`config.mk`:
```
export PLATFORM = sky130hd
export DESIGN_NAME = pio_ctrl
export DESIGN_NICKNAME = d
export VERILOG_FILES = /design/src/rtl/pio_pkg.sv /design/src/rtl/pio_sync.sv /design/src/rtl/pio_port_regs.sv /design/src/rtl/pio_cond_bank.sv /design/src/rtl/pio_ctrl.sv
export SDC_FILE = /design/constraint.sdc
export NUM_CORES = 1
export LEC_CHECK = 0
export BUFFER_PORTS_ARGS = -buffer_cell sky130_fd_sc_hd__buf_4
export CAP_MARGIN = 10
export CORE_MARGIN = 2
export CORE_UTILIZATION = 45
export CTS_CLUSTER_DIAMETER = 120
export DETAILED_ROUTE_END_ITERATION = 10
export PLACE_DENSITY = 0.65
export SLEW_MARGIN = 20
export SYNTH_ARGS = -nofsm -noshare
export SYNTH_HDL_FRONTEND = slang
export SYNTH_HIERARCHICAL = 1
export SYNTH_SLANG_ARGS = --single-unit
export TNS_END_PERCENT = 5
```
`constraint.sdc`:
```
create_clock -name clk -period 1.4 [get_ports clk]
set_input_delay 0 -clock clk [delete_from_list [all_inputs] [get_ports clk]]
set_output_delay 0 -clock clk [all_outputs]
set_load 0.01 [all_outputs]
```
`src/rtl/pio_pkg.sv`:
```
package pio_pkg;

    localparam int unsigned REG_W  = 32;
    localparam int unsigned ADDR_W = 7;
    localparam int unsigned NCOND  = 4;
    localparam int unsigned NCTL   = 4;

    // detector indexes
    localparam int unsigned COND_RISE = 0;
    localparam int unsigned COND_FALL = 1;
    localparam int unsigned COND_HIGH = 2;
    localparam int unsigned COND_LOW  = 3;

    // control register indexes
    localparam int unsigned CTL_IN_EN   = 0;
    localparam int unsigned CTL_OUT_EN  = 1;
    localparam int unsigned CTL_OUT_VAL = 2;
    localparam int unsigned CTL_OUT_INV = 3;

    typedef enum logic [3:0] {
        SEL_NONE,
        SEL_PIN_VAL,
        SEL_IN_EN,
        SEL_OUT_EN,
        SEL_OUT_VAL,
        SEL_OUT_INV,
        SEL_RISE_EN,
        SEL_RISE_PND,
        SEL_FALL_EN,
        SEL_FALL_PND,
        SEL_HIGH_EN,
        SEL_HIGH_PND,
        SEL_LOW_EN,
        SEL_LOW_PND
    } reg_sel_e;

    function automatic reg_sel_e decode_addr(input logic [ADDR_W-1:0] a);
        reg_sel_e s;
        case (a)
            7'h00:   s = SEL_PIN_VAL;
            7'h04:   s = SEL_IN_EN;
            7'h08:   s = SEL_OUT_EN;
            7'h0C:   s = SEL_OUT_VAL;
            7'h18:   s = SEL_RISE_EN;
            7'h1C:   s = SEL_RISE_PND;
            7'h20:   s = SEL_FALL_EN;
            7'h24:   s = SEL_FALL_PND;
            7'h28:   s = SEL_HIGH_EN;
            7'h2C:   s = SEL_HIGH_PND;
            7'h30:   s = SEL_LOW_EN;
            7'h34:   s = SEL_LOW_PND;
            7'h40:   s = SEL_OUT_INV;
            default: s = SEL_NONE;
        endcase
        return s;
    endfunction

    function automatic reg_sel_e ctl_sel(input int unsigned i);
        reg_sel_e s;
        case (i)
            CTL_IN_EN:   s = SEL_IN_EN;
            CTL_OUT_EN:  s = SEL_OUT_EN;
            CTL_OUT_VAL: s = SEL_OUT_VAL;
            default:     s = SEL_OUT_INV;
        endcase
        return s;
    endfunction

    function automatic reg_sel_e cond_en_sel(input int unsigned c);
        reg_sel_e s;
        case (c)
            COND_RISE: s = SEL_RISE_EN;
            COND_FALL: s = SEL_FALL_EN;
            COND_HIGH: s = SEL_HIGH_EN;
            default:   s = SEL_LOW_EN;
        endcase
        return s;
    endfunction

    function automatic reg_sel_e cond_pnd_sel(input int unsigned c);
        reg_sel_e s;
        case (c)
            COND_RISE: s = SEL_RISE_PND;
            COND_FALL: s = SEL_FALL_PND;
            COND_HIGH: s = SEL_HIGH_PND;
            default:   s = SEL_LOW_PND;
        endcase
        return s;
    endfunction

endpackage

```
`src/rtl/pio_sync.sv`:
```
module pio_sync #(
    parameter int unsigned W      = 32,
    parameter int unsigned STAGES = 2
) (
    input  logic         clk,
    input  logic         rst_n,
    input  logic [W-1:0] d,
    output logic [W-1:0] q
);

    logic [STAGES-1:0][W-1:0] chain_q;

    always_ff @(posedge clk or negedge rst_n) begin
        if (!rst_n) begin
            chain_q <= '0;
        end else begin
            for (int s = STAGES - 1; s > 0; s--) begin
                chain_q[s] <= chain_q[s-1];
            end
            chain_q[0] <= d;
        end
    end

    assign q = chain_q[STAGES-1];

endmodule

```
`src/rtl/pio_port_regs.sv`:
```
module pio_port_regs
    import pio_pkg::*;
#(
    parameter int unsigned NPINS = 32
) (
    input  logic             clk,
    input  logic             rst_n,
    input  logic [NCTL-1:0]  wr_stb,
    input  logic [NPINS-1:0] wdata,
    output logic [NPINS-1:0] in_en,
    output logic [NPINS-1:0] out_en,
    output logic [NPINS-1:0] out_val,
    output logic [NPINS-1:0] out_inv,
    output logic [NPINS-1:0] pad_out,
    output logic [NPINS-1:0] pad_oe
);

    logic [NCTL-1:0][NPINS-1:0] ctl_q;

    for (genvar i = 0; i < NCTL; i++) begin : g_ctl
        logic [NPINS-1:0] r_q;
        always_ff @(posedge clk or negedge rst_n) begin
            if (!rst_n) begin
                r_q <= '0;
            end else if (wr_stb[i]) begin
                r_q <= wdata;
            end
        end
        assign ctl_q[i] = r_q;
    end

    assign in_en   = ctl_q[CTL_IN_EN];
    assign out_en  = ctl_q[CTL_OUT_EN];
    assign out_val = ctl_q[CTL_OUT_VAL];
    assign out_inv = ctl_q[CTL_OUT_INV];

    // drive value only where the output driver is on
    always_comb begin
        pad_oe  = out_en;
        pad_out = (out_val ^ out_inv) & out_en;
    end

endmodule

```
`src/rtl/pio_cond_bank.sv`:
```
module pio_cond_bank
    import pio_pkg::*;
#(
    parameter int unsigned NPINS = 32
) (
    input  logic                         clk,
    input  logic                         rst_n,
    input  logic [NPINS-1:0]             pin_s,
    input  logic [NPINS-1:0]             pin_ien,
    input  logic [NCOND-1:0]             en_wr,
    input  logic [NCOND-1:0]             pnd_wr,
    input  logic [NPINS-1:0]             wdata,
    output logic [NCOND-1:0][NPINS-1:0]  en_q,
    output logic [NCOND-1:0][NPINS-1:0]  pnd_q,
    output logic [NPINS-1:0]             irq
);

    logic [NPINS-1:0]            prev_q;
    logic [NCOND-1:0][NPINS-1:0] hit;

    always_ff @(posedge clk or negedge rst_n) begin
        if (!rst_n) begin
            prev_q <= '0;
        end else begin
            prev_q <= pin_s;
        end
    end

    always_comb begin
        hit[COND_RISE] =  pin_s & ~prev_q & pin_ien;
        hit[COND_FALL] = ~pin_s &  prev_q & pin_ien;
        hit[COND_HIGH] =  pin_s & pin_ien;
        hit[COND_LOW]  = ~pin_s & pin_ien;
    end

    for (genvar c = 0; c < NCOND; c++) begin : g_cond
        logic [NPINS-1:0] en_r;
        logic [NPINS-1:0] pnd_r;
        logic [NPINS-1:0] clr;

        assign clr = pnd_wr[c] ? wdata : '0;

        always_ff @(posedge clk or negedge rst_n) begin
            if (!rst_n) begin
                en_r <= '0;
            end else if (en_wr[c]) begin
                en_r <= wdata;
            end
        end

        // set has priority over a simultaneous clear
        always_ff @(posedge clk or negedge rst_n) begin
            if (!rst_n) begin
                pnd_r <= '0;
            end else begin
                pnd_r <= (pnd_r & ~clr) | hit[c];
            end
        end

        assign en_q[c]  = en_r;
        assign pnd_q[c] = pnd_r;
    end

    always_comb begin
        irq = '0;
        for (int c = 0; c < NCOND; c++) begin
            irq = irq | (en_q[c] & pnd_q[c]);
        end
    end

endmodule

```
`src/rtl/pio_ctrl.sv`:
```
module pio_ctrl
    import pio_pkg::*;
#(
    parameter int unsigned NPINS       = 32,
    parameter int unsigned SYNC_STAGES = 2
) (
    input  logic                clk,
    input  logic                rst_n,
    input  logic [ADDR_W-1:0]   bus_addr,
    input  logic [REG_W-1:0]    bus_wdata,
    input  logic                bus_we,
    output logic [REG_W-1:0]    bus_rdata,
    input  logic [NPINS-1:0]    pad_in,
    output logic [NPINS-1:0]    pad_out,
    output logic [NPINS-1:0]    pad_oe,
    output logic [NPINS-1:0]    pin_irq
);

    reg_sel_e                    sel;
    logic [NPINS-1:0]            wdata_n;
    logic [NPINS-1:0]            pin_s;
    logic [NPINS-1:0]            in_en;
    logic [NPINS-1:0]            out_en;
    logic [NPINS-1:0]            out_val;
    logic [NPINS-1:0]            out_inv;
    logic [NCTL-1:0]             ctl_wr;
    logic [NCOND-1:0]            cond_en_wr;
    logic [NCOND-1:0]            cond_pnd_wr;
    logic [NCOND-1:0][NPINS-1:0] cond_en;
    logic [NCOND-1:0][NPINS-1:0] cond_pnd;
    logic [NPINS-1:0]            rd_bits;

    assign sel     = decode_addr(bus_addr);
    assign wdata_n = bus_wdata[NPINS-1:0];

    for (genvar i = 0; i < NCTL; i++) begin : g_ctl_wr
        assign ctl_wr[i] = bus_we && (sel == ctl_sel(i));
    end

    for (genvar c = 0; c < NCOND; c++) begin : g_cond_wr
        assign cond_en_wr[c]  = bus_we && (sel == cond_en_sel(c));
        assign cond_pnd_wr[c] = bus_we && (sel == cond_pnd_sel(c));
    end

    pio_sync #(
        .W      (NPINS),
        .STAGES (SYNC_STAGES)
    ) u_sync (
        .clk   (clk),
        .rst_n (rst_n),
        .d     (pad_in),
        .q     (pin_s)
    );

    pio_port_regs #(
        .NPINS (NPINS)
    ) u_port (
        .clk     (clk),
        .rst_n   (rst_n),
        .wr_stb  (ctl_wr),
        .wdata   (wdata_n),
        .in_en   (in_en),
        .out_en  (out_en),
        .out_val (out_val),
        .out_inv (out_inv),
        .pad_out (pad_out),
        .pad_oe  (pad_oe)
    );

    pio_cond_bank #(
        .NPINS (NPINS)
    ) u_cond (
        .clk     (clk),
        .rst_n   (rst_n),
        .pin_s   (pin_s),
        .pin_ien (in_en),
        .en_wr   (cond_en_wr),
        .pnd_wr  (cond_pnd_wr),
        .wdata   (wdata_n),
        .en_q    (cond_en),
        .pnd_q   (cond_pnd),
        .irq     (pin_irq)
    );

    always_comb begin
        rd_bits = '0;
        unique case (sel)
            SEL_NONE:     rd_bits = '0;
            SEL_PIN_VAL:  rd_bits = pin_s & in_en;
            SEL_IN_EN:    rd_bits = in_en;
            SEL_OUT_EN:   rd_bits = out_en;
            SEL_OUT_VAL:  rd_bits = out_val;
            SEL_OUT_INV:  rd_bits = out_inv;
            SEL_RISE_EN:  rd_bits = cond_en[COND_RISE];
            SEL_RISE_PND: rd_bits = cond_pnd[COND_RISE];
            SEL_FALL_EN:  rd_bits = cond_en[COND_FALL];
            SEL_FALL_PND: rd_bits = cond_pnd[COND_FALL];
            SEL_HIGH_EN:  rd_bits = cond_en[COND_HIGH];
            SEL_HIGH_PND: rd_bits = cond_pnd[COND_HIGH];
            SEL_LOW_EN:   rd_bits = cond_en[COND_LOW];
            SEL_LOW_PND:  rd_bits = cond_pnd[COND_LOW];
        endcase
        bus_rdata = REG_W'(rd_bits);
    end

endmodule

```
==> flow_summary.ini <==
[detailed_routing]
wl_per_cell_um = 27.0
firstDrtPassIters = 8
viasPerCell = 5.99
antenna_left = 0
drt_iter0_markers = 2145
drc_errors = 0
wirelength_um = 83100
via_count = 18400

[global_routing]
grt.total_usage_pct = 30.6
antenna_found_initial = 4
grt_pass1_wl_um = 123000
grt_max_degree = 70
grt_overflow = 0
first_global_vias = 19100

[sta]
period_needed_ns = 2.08
rsz0062_at_grt = true
fin_tns_setup_ns = -23.24
hold_violations = 0
tightest_slew_ns = 0.702
drv_slew = 0
setup_viol_count_final = 96
fin_ws_ns = -0.677
fmax_mhz = 482
period_share_pct = 148
worst_clock_skew_ns = 0.0161
max_slew_margin_pct = 53.0

[yosys]
ys_top_cells_by_area = dfrtp_1 51%, mux2_4 15%, nand2_1 4.1%, a22oi_1 3.6%, a22o_1 2.8%
ys_seq_area_share_pct = 51.1
synth_most_common_cell = dfrtp_1
ys.flop_type = dfrtp_1
synth_area_um2 = 23500
synth_top_area_share_pct = 51.1
synthDistinctLibCells = 60
synth_edf_count = 0
ys_ff_latch = 480
synth_nets = 1952
synth_top_cell_by_area = dfrtp_1
async_flop_share_pct = 100
syn_inst = 1878
synth_warnings = 6
syn_avg_cell_area_um2 = 12.5
ys_top_cells_by_count = 480 x dfrtp_1, 254 x nand2_1, 240 x mux2_4

[die]
die_y_um = 233
rows = 83
start_util_pct = 45.7
coreArea_um2 = 51500
die_w_um = 233
ios = 202
die_area_um2 = 54100

[critical_path]
startpoint_type = flop
required_ns = 1.40
cp_max_fo = 3
path_cells = mux2_4 > nand4_1 > o211ai_1 > or4_4 > buf_6
cp.arrival_ns = 2.08
slowest_stage = or4_4
r2r_end = u_cond/g_cond[1].pnd_r[20]
endpoint_kind = output port
timing.rr.start = u_port/in_en[20]
cp_slowest_stage_delay_ns = 0.51
reg2reg_slack_ns = 0.27
worst-setup-path-type = flop to output port
ff2ff_path_depth = 4

[finish]
nFillCells = 4227
post-route-util_pct = 59.0
syn2layout_area_growth_pct = 29.3
drive_gt1_share_pct = 40.7
num-nets-final = 2425

[clock_tree]
clk_pin_slew_ns = 0.06
cts_buffer_depth = 3
insertion_delay_ns = 0.62
cts_tree = built
ctsHtreeMaxLevel = 2
numCtsBuffers = 53
ctsRootBufferMaster = clkbuf_16
cts.sinks = 480

[outcome]
status = finished, violations left
violations = setup timing

[placed_design]
port_buffers = 201
hpwl_um = 58300
gp_congestion = 0.978

[hold_path]
hp-start = pad_in[8]
hold_class = input port to flop
whs_endpoint = u_sync/chain_q[8]
holdPathStages = 2

[pwr]
vdd_ir_drop_max_mv = 0.919
p_leak_nw = 14.1
power.density_nw_per_um2 = 1270

[job]
maxCapViolations = 0
==> repair_timing <==
| item | CTS | global route |
|---|---|---|
| pin swaps | 68 | 32 |
| gates resized for setup | 101 | 64 |
| hold buffers | 67 | 0 |
| hold endpoints to repair | 896 | 0 |
| cloned | 0 | 0 |
| endpoints found under the setup margin | 96 | 96 |
| buffers inserted | 0 | 2 |
==> layout by cell type, fill, tap and decap left out, drive strengths merged, types with 3 or more instances in the layout <==
cell type    count
buf            514
dfrtp          480
mux2           262
nand2          254
a22oi          114
clkbuf          78
a22o            75
dlygate4sd3     66
mux2i           60
nor2            46
and2            43
nor2b           39
o22ai           34
o2bb2ai         33
a21oi           33
xor2            33
a21o            32
o21ai           30
nand3           28
a32oi           18
and3            16
clkinv          14
a221oi          14
nor3             7
a2111oi          5
nand4            5
nor3b            5
a222oi           4
o32ai            4
bufinv           4
a211oi           4
or3              4
nand2b           3
nand3b           3
a211o            3
nor4             3
==> layer usage <==
metal / routed length (um) / vias up / track usage [%]
li1: - / 7758 / -
met1: 34200 / 9292 / 42.1
met2: 37000 / 1078 / 46.3
met3: 7480 / 289 / 5.94
met4: 4420 / 2 / 15.5
met5: 15 / - / 0
==> kinds of logic after synthesis <==
| family | after synthesis | synth area share (%) |
|---|---|---|
| xor+xnor | 33 | 1.23 |
| compound gates | 413 | 13.2 |
| mux | 322 | 18.9 |
| flops | 480 | 51.1 |
| simple gates | 467 | 9.38 |
| buf+inv | 163 | 6.20 |
==> critical path, delay by kind of cell, from the launching register on <==
kind | cells | cell delay [ns]
buffers and inverters | 1 | 0.14
multiplexers | 1 | 0.28
AND/OR/NAND/NOR | 2 | 0.58
AO/OA/AOI/OAI | 1 | 0.08
flip-flops | 1 | 0.39
==> worst max-delay path by stage <==
stage                                 from                        end  slack, ns  cells after the start
after detailed placement       bus_addr[5]  u_cond/g_cond[1].en_r[31]      -0.51                      5
final                     u_port/in_en[20]              bus_rdata[20]      -0.68                      5
after CTS                 u_port/in_en[20]              bus_rdata[20]      -0.72                      5
after floorplan                bus_addr[3]  u_cond/g_cond[2].en_r[10]      -0.58                     10
after global routing      u_port/in_en[20]              bus_rdata[20]      -0.74                      5
after global placement         bus_addr[5]  u_cond/g_cond[1].en_r[31]      -0.50                      5
==> stage by stage <==
step	cells	area, um2	power [mW]	hold WS, ns	worst slack, ns
floorplan	1878	23500	20.5	-0.296	-0.577
global placement	2907	27400	23.6	-0.0764	-0.499
detailed placement	2907	27400	23.8	-0.0762	-0.511
CTS	3071	30100	38.4	0.00642	-0.716
global route	3074	30400	39.9	0.0328	-0.742
finish	3075	30400	38.5	0.0310	-0.677
==> state kept, by name, summed over array words and instances (netlist names) <==
| signal | count |
|---|---|
| u_sync/q | 32 |
| u_port/out_en | 32 |
| u_cond/g_cond.pnd_r | 128 |
| u_port/in_en | 32 |
| u_cond/g_cond.en_r | 128 |
| u_port/out_inv | 32 |
| u_sync/chain_q | 32 |
| u_cond/prev_q | 32 |
| u_port/out_val | 32 |
==> power by group <==
| part | internal [mW] | switching [mW] |
|---|---|---|
| combinational | 3.82 | 2.84 |
| clock | 8.34 | 5.81 |
| sequential | 15.8 | 1.96 |
| total | 27.9 | 10.6 |
==> final cells by class <==
cell class                 count  area (um2)  share of cell area (%)
antenna                        2        5.00                  0.0165
multi-input combinational   1235       10500                    34.5
clock inverter                19         210                   0.691
tap                          680         851                    2.80
inverter                       1        3.75                  0.0123
sequential                   480       12000                    39.5
clock buffer                  78        1540                    5.07
timing repair buffer         580        5270                    17.3
Note: power is estimated with default switching activity, not from simulation.
